[config.mk]
export PLATFORM = sky130hd
export DESIGN_NAME = wp_switch_ctrl
export DESIGN_NICKNAME = d
export VERILOG_FILES = /design/src/rtl/wps_pkg.sv /design/src/rtl/wps_decode.sv /design/src/rtl/wps_seq.sv /design/src/rtl/wps_timer.sv /design/src/rtl/wps_switches.sv /design/src/rtl/wp_switch_ctrl.sv
export SDC_FILE = /design/constraint.sdc
export NUM_CORES = 1
export LEC_CHECK = 0
export ABC_AREA = 1
export BUFFER_PORTS_ARGS = -buffer_cell sky130_fd_sc_hd__buf_4
export CAP_MARGIN = 5
export CORE_UTILIZATION = 46
export DETAILED_ROUTE_END_ITERATION = 16
export PLACE_DENSITY = 0.66
export SLEW_MARGIN = 20
export SYNTH_ARGS = -nofsm -noshare
export SYNTH_HDL_FRONTEND = slang
export SYNTH_SLANG_ARGS = --single-unit
export TNS_END_PERCENT = 50
[constraint.sdc]
create_clock -name clk -period 2.5 [get_ports clk]
set_clock_uncertainty 0.05 [all_clocks]
set_input_delay 0.5 -clock clk [delete_from_list [all_inputs] [get_ports clk]]
set_output_delay 0.5 -clock clk [all_outputs]
set_load 0.03 [all_outputs]
[src/rtl/wps_pkg.sv]
package wps_pkg;
  typedef enum logic [1:0] {
    OP_NONE = 2'd0,
    OP_PERM = 2'd1,
    OP_RSET = 2'd2,
    OP_RCLR = 2'd3
  } wp_op_e;

  localparam logic [3:0] PROT_PREAMBLE = 4'b0110;
endpackage

[src/rtl/wps_decode.sv]
module wps_decode
  import wps_pkg::*;
(
  input  logic [7:0] first_byte,
  input  logic       hv_q,
  input  logic       perm_now,
  input  logic       rev_now,
  output wp_op_e     op,
  output logic       accept
);
  logic unused_dev_bits;
  assign unused_dev_bits = ^first_byte[3:1];

  always_comb begin
    op = OP_NONE;
    if (first_byte[7:4] == PROT_PREAMBLE) begin
      unique case ({hv_q, first_byte[0]})
        2'b00:   op = OP_PERM;
        2'b10:   op = OP_RSET;
        2'b11:   op = OP_RCLR;
        default: op = OP_NONE;
      endcase
    end
  end

  always_comb begin
    accept = 1'b0;
    if (!perm_now) begin
      unique case (op)
        OP_PERM: accept = 1'b1;
        OP_RSET: accept = !rev_now;
        OP_RCLR: accept = rev_now;
        default: accept = 1'b0;
      endcase
    end
  end
endmodule

[src/rtl/wps_seq.sv]
module wps_seq
  import wps_pkg::*;
(
  input  logic   clk,
  input  logic   rst_n,
  input  logic   bus_start,
  input  logic   bus_stop,
  input  logic   byte_valid,
  input  logic   wp_in,
  input  logic   busy,
  input  logic   rev_now,
  input  wp_op_e dec_op,
  input  logic   dec_accept,
  output logic   ack_en,
  output logic   commit_req,
  output wp_op_e commit_op
);
  logic [1:0] idx;
  logic       acc_q;
  logic       data_ok;
  wp_op_e     op_q;

  always_ff @(posedge clk or negedge rst_n) begin
    if (!rst_n) begin
      idx     <= 2'd0;
      acc_q   <= 1'b0;
      data_ok <= 1'b0;
      ack_en  <= 1'b0;
      op_q    <= OP_NONE;
    end else if (bus_start) begin
      idx     <= 2'd0;
      acc_q   <= 1'b0;
      data_ok <= 1'b0;
      ack_en  <= 1'b0;
      op_q    <= OP_NONE;
    end else if (bus_stop) begin
      idx     <= 2'd0;
      acc_q   <= 1'b0;
      data_ok <= 1'b0;
      ack_en  <= 1'b0;
    end else if (byte_valid) begin
      if (busy) begin
        idx     <= 2'd3;
        acc_q   <= 1'b0;
        data_ok <= 1'b0;
        ack_en  <= 1'b0;
      end else begin
        unique case (idx)
          2'd0: begin
            acc_q  <= dec_accept;
            op_q   <= dec_op;
            ack_en <= dec_accept;
            idx    <= 2'd1;
          end
          2'd1: begin
            ack_en <= acc_q;
            idx    <= 2'd2;
          end
          2'd2: begin
            data_ok <= acc_q && !wp_in;
            ack_en  <= acc_q && !wp_in;
            idx     <= 2'd3;
          end
          default: begin
            data_ok <= 1'b0;
            ack_en  <= 1'b0;
          end
        endcase
      end
    end
  end

  assign commit_req = bus_stop && !bus_start && !busy && (idx == 2'd3) && data_ok;
  assign commit_op  = op_q;


  wp_data_nack_chk: assert property (@(posedge clk) disable iff (!rst_n)
    (byte_valid && !bus_start && !bus_stop && !busy && idx == 2'd2 && wp_in) |=> !ack_en);


  reaffirm_nack_chk: assert property (@(posedge clk) disable iff (!rst_n)
    (byte_valid && !bus_start && !bus_stop && !busy && idx == 2'd0 &&
     ((dec_op == OP_RSET && rev_now) || (dec_op == OP_RCLR && !rev_now))) |=> !ack_en);


  extra_byte_nack_chk: assert property (@(posedge clk) disable iff (!rst_n)
    (byte_valid && !bus_start && !bus_stop && idx == 2'd3) |=> (!ack_en && !data_ok));
endmodule

[src/rtl/wps_timer.sv]
module wps_timer
  import wps_pkg::*;
#(
  parameter int WCYCLE = 16
) (
  input  logic   clk,
  input  logic   rst_n,
  input  logic   commit_req,
  input  wp_op_e commit_op,
  output logic   busy,
  output logic   done,
  output wp_op_e done_op
);
  localparam int CNT_W = (WCYCLE > 2) ? $clog2(WCYCLE) : 1;

  logic [CNT_W-1:0] cnt;

  always_ff @(posedge clk or negedge rst_n) begin
    if (!rst_n) begin
      busy    <= 1'b0;
      cnt     <= '0;
      done_op <= OP_NONE;
    end else if (busy) begin
      if (cnt == '0) busy <= 1'b0;
      else           cnt  <= cnt - 1'b1;
    end else if (commit_req) begin
      busy    <= 1'b1;
      cnt     <= CNT_W'(WCYCLE - 1);
      done_op <= commit_op;
    end
  end

  assign done = busy && (cnt == '0);


  busy_hold_chk: assert property (@(posedge clk) disable iff (!rst_n)
    (busy && cnt != '0) |=> busy);


  busy_load_chk: assert property (@(posedge clk) disable iff (!rst_n)
    $rose(busy) |-> (cnt == CNT_W'(WCYCLE - 1)));
endmodule

[src/rtl/wps_switches.sv]
module wps_switches
  import wps_pkg::*;
(
  input  logic   clk,
  input  logic   por_n,
  input  logic   rst_n,
  input  logic   done,
  input  wp_op_e done_op,
  output logic   perm_prot,
  output logic   rev_prot
);
  always_ff @(posedge clk or negedge por_n) begin
    if (!por_n)                         perm_prot <= 1'b0;
    else if (done && done_op == OP_PERM) perm_prot <= 1'b1;
  end

  always_ff @(posedge clk or negedge rst_n) begin
    if (!rst_n) rev_prot <= 1'b0;
    else if (done) begin
      if (done_op == OP_RSET)      rev_prot <= 1'b1;
      else if (done_op == OP_RCLR) rev_prot <= 1'b0;
    end
  end


  perm_sticky_chk: assert property (@(posedge clk) disable iff (!por_n)
    perm_prot |=> perm_prot);


  rev_only_at_done_chk: assert property (@(posedge clk) disable iff (!rst_n)
    !done |=> $stable(rev_prot));
endmodule

[src/rtl/wp_switch_ctrl.sv]
module wp_switch_ctrl
  import wps_pkg::*;
#(
  parameter int WCYCLE = 16
) (
  input  logic       clk,
  input  logic       por_n,
  input  logic       rst_n,
  input  logic       bus_start,
  input  logic       bus_stop,
  input  logic       byte_valid,
  input  logic [7:0] byte_data,
  input  logic       hv_in,
  input  logic       wp_in,
  output logic       ack_en,
  output logic       busy,
  output logic       perm_prot,
  output logic       rev_prot
);
  logic   fn_rst_n;
  wp_op_e dec_op;
  logic   dec_accept;
  logic   commit_req;
  wp_op_e commit_op;
  logic   done;
  wp_op_e done_op;

  assign fn_rst_n = rst_n & por_n;

  wps_decode u_decode (
    .first_byte (byte_data),
    .hv_q       (hv_in),
    .perm_now   (perm_prot),
    .rev_now    (rev_prot),
    .op         (dec_op),
    .accept     (dec_accept)
  );

  wps_seq u_seq (
    .clk        (clk),
    .rst_n      (fn_rst_n),
    .bus_start  (bus_start),
    .bus_stop   (bus_stop),
    .byte_valid (byte_valid),
    .wp_in      (wp_in),
    .busy       (busy),
    .rev_now    (rev_prot),
    .dec_op     (dec_op),
    .dec_accept (dec_accept),
    .ack_en     (ack_en),
    .commit_req (commit_req),
    .commit_op  (commit_op)
  );

  wps_timer #(.WCYCLE(WCYCLE)) u_timer (
    .clk        (clk),
    .rst_n      (fn_rst_n),
    .commit_req (commit_req),
    .commit_op  (commit_op),
    .busy       (busy),
    .done       (done),
    .done_op    (done_op)
  );

  wps_switches u_sw (
    .clk       (clk),
    .por_n     (por_n),
    .rst_n     (fn_rst_n),
    .done      (done),
    .done_op   (done_op),
    .perm_prot (perm_prot),
    .rev_prot  (rev_prot)
  );


  perm_no_ack_chk: assert property (@(posedge clk) disable iff (!por_n)
    perm_prot |-> !ack_en);


  busy_no_ack_chk: assert property (@(posedge clk) disable iff (!fn_rst_n)
    busy |=> !ack_en);
endmodule

==> impl_metrics.sql <==
INSERT INTO impl_metrics (metric_group, metric, value, unit) VALUES
('drt', 'post-route-drc-count', '0', ''),
('global_route', 'first_pass_grt_wire_length', '3588', 'um'),
('critical_path', 'crit_path_top_delay_cell', 'dfrtp_1', ''),
('global_route', 'grt.total_usage', '0.1899', ''),
('synthesis', 'ys_dominant_reg_cell', 'dfrtp_1', ''),
('worst_hold_path', 'hold_class', 'primary input to async pin', ''),
('pwr', 'power.static_leakage', '0.6500', 'nW'),
('timing', 'max_slew.worst_pin.slew', '0.5805', 'ns'),
('pwr', 'pwr_density_cell', '407.2', 'nW/um^2'),
('pwr', 'ir_drop', '0.3102', 'mV'),
('synthesis', 'mappedNetlistNets', '154', ''),
('synthesis', 'yosys.area.top_type_share', '0.3842', ''),
('synthesis', 'synth-async-reset-ratio', '1.000', ''),
('die', 'num_rows', '16', ''),
('synthesis', 'ys_warn_count', '0', ''),
('clock_network', 'cts_made_buffers', '3', ''),
('place', 'io_buffers', '16', ''),
('timing', 'finalHoldViolCount', '0', ''),
('timing', 'hold_slack', '0.2423', 'ns'),
('die', 'die_x', '49.60', 'um'),
('synthesis', 'postSynthAreaPerCell', '8.207', 'um^2'),
('synthesis', 'synthesis.area', '1042', 'um^2'),
('critical_path', 'cp_slowest_stage_delay', '0.60', 'ns'),
('timing', 'max_freq', '597.7', 'MHz'),
('critical_path', 'worst_setup_path_start_kind', 'flip-flop', ''),
('critical_path', 'reg2reg_slack', '0.83', 'ns'),
('global_route', 'grt_start_max_net_pins', '16', ''),
('synthesis', 'synth.lib_cells_used.distinct', '28', ''),
('timing', 'timing.final.max_slew_violations', '0', ''),
('drt', 'avgRoutedWirePerCell', '12.01', 'um'),
('cells_and_area', 'sequential_standard_cell_area', '400.4', 'um^2'),
('critical_path', 'cp.arrival', '1.12', 'ns'),
('flow_run', 'cap_viol_max_count', '0', ''),
('critical_path', 'buffer_and_inverter_count_on_the_worst_path', '1', ''),
('die', 'initial_utilization', '0.5104', ''),
('die', 'die-height', '49.60', 'um'),
('place', 'pre_cts_ws', '0.8616', 'ns'),
('timing', 'final_worst_path_setup_slack', '0.8269', 'ns'),
('cells_and_area', 'multi_input_comb_area', '533.0', 'um^2'),
('timing', 'grt_setup_unrepaired', 'no', ''),
('place', 'dp.final_hpwl', '1596', 'um'),
('die', 'boundaryPins', '20', ''),
('die', 'die_area', '2460', 'um^2'),
('cells_and_area', 'fin_area', '1217', 'um^2'),
('synthesis', 'synth-edff-count', '0', ''),
('synthesis', 'synth.area.top_cells', 'dfrtp_1, ha_1, nand2_1', ''),
('drt', 'drt_wl_total', '2078', 'um'),
('timing', 'fin_crit_sh', '0.6692', ''),
('run_status', 'outcome', 'finished clean', ''),
('place', 'routabilityCongestion', '0.7961', ''),
('clock_network', 'post_cts_buffers', '0', ''),
('timing', 'timing.setup.tns', '0', 'ns'),
('critical_path', 'r2r.worst_path.cells', '8', ''),
('drt', 'initial_drc_count', '15', ''),
('global_route', 'initial_antenna_violation_count', '0', ''),
('clock_network', 'post_cts_resize_count', '0', ''),
('critical_path', 'crit_path_cell_trace', 'buf_4', ''),
('drt', 'detailedRoute.firstPassIterationCount', '4', ''),
('critical_path', 'criticalPathCategory', 'flip-flop to primary output', ''),
('clock_network', 'cts_root_buf', 'clkbuf_4', ''),
('cells_and_area', 'layout-area-overhead-vs-synth', '16.81', '%'),
('critical_path', 'r2r-start', 'u_seq.idx[0]$_DFFE_PN0P_', ''),
('clock_network', 'htree_num_levels', '1', ''),
('cells_and_area', 'fillers', '197', ''),
('drt', 'final_antenna_net_count', '0', ''),
('clock_network', 'tritoncts', 'yes', ''),
('critical_path', 'critical_path.reg2reg.endpoint', 'u_seq.idx[1]$_DFFE_PN0P_', ''),
('timing', 'layout_min_cycle_time', '1.673', 'ns'),
('synthesis', 'synth-seq-cells', '16', ''),
('critical_path', 'timing.critical_path.fanout_max', '9', ''),
('drt', 'detailroute.via_count', '870', '');
power breakdown:
| part | total, W | switching, W | internal [W] |
|---|---|---|---|
| Combinational | 0.0000895 | 0.0000525 | 0.0000371 |
| Sequential | 0.000273 | 0.00000740 | 0.000265 |
| Clock | 0.000133 | 0.0000775 | 0.0000559 |
stage by stage:
stage | cells | utilization
final | 173 | 0.5962
after global routing | 173 | 0.5962
after CTS | 173 | 0.5962
after detailed placement | 169 | 0.5803
after global placement | 169 | 0.5803
after floorplan | 127 | -
cells in the final DEF (no fill, tap or decap), drive strengths merged:
cell type / Yosys / final
dfrtp: 16 / 16
clkbuf: 0 / 3
nor3b: 1 / 1
mux2i: 1 / 1
buf: 1 / 16
a41o: 1 / 1
a31oi: 1 / 1
nor3: 4 / 4
nand4: 3 / 3
o211ai: 1 / 1
a21oi: 4 / 4
ha: 11 / 11
o21ai: 10 / 10
inv: 26 / 26
dlygate4sd3: 0 / 1
nand2: 28 / 28
nand3: 9 / 9
nor2: 8 / 8
nor4: 1 / 1
nand3b: 1 / 1
routing by layer:
layer  share of wire  vias up  wire (um)  GRT usage
li1                -      442          -          -
met1            0.47      405        972     0.2441
met5               0        -          0          0
met2            0.48       21        997     0.3221
met3           0.047        2         97    0.03395
met4          0.0058        0         12    0.05714
worst max-delay path by stage:
stage	startpoint	end	depth (start not counted)
final	u_timer.busy$_DFF_PN0_	busy	1
after global routing	u_seq.idx[0]$_DFFE_PN0P_	u_seq.idx[1]$_DFFE_PN0P_	8
after CTS	u_timer.busy$_DFF_PN0_	busy	1
after detailed placement	u_seq.idx[0]$_DFFE_PN0P_	u_seq.idx[1]$_DFFE_PN0P_	8
after global placement	u_seq.idx[0]$_DFFE_PN0P_	u_seq.idx[1]$_DFFE_PN0P_	8
after floorplan	u_seq.idx[0]$_DFFE_PN0P_	u_seq.idx[1]$_DFFE_PN0P_	8
synth_stat cells (all sizes together) (3+ instances only):
| cell | instances |
|---|---|
| a21oi | 4 |
| dfrtp | 16 |
| ha | 11 |
| inv | 26 |
| nand2 | 28 |
| nand3 | 9 |
| nand4 | 3 |
| nor2 | 8 |
| nor3 | 4 |
| o21ai | 10 |
state kept, by name, summed over array words and instances, names as in the netlist, 2 cells and up:
register / cells
u_timer.done_op: 2
u_seq.commit_op: 2
u_timer.cnt: 4
u_seq.idx: 2
area by class of cell:
class,count,area share
Timing Repair Buffer,17,0.1069
Inverter,26,0.08016
Clock buffer,3,0.01850
Multi-Input combinational cell,84,0.4378
Sequential cell,16,0.3289
Tap cell,27,0.02775
cell families after synthesis:
logic type | synth area share
compound gates | 0.09724
fa+ha+maj | 0.1321
simple gates | 0.2725
flops | 0.3841
buf+inv | 0.1044
mux | 0.009604
tightest hold or removal path: stages:
cell	delay (ns)
buf_4	0.08
nand2_1	0.04
inv_1	0.43
Note: power is estimated with default switching activity, not from simulation.
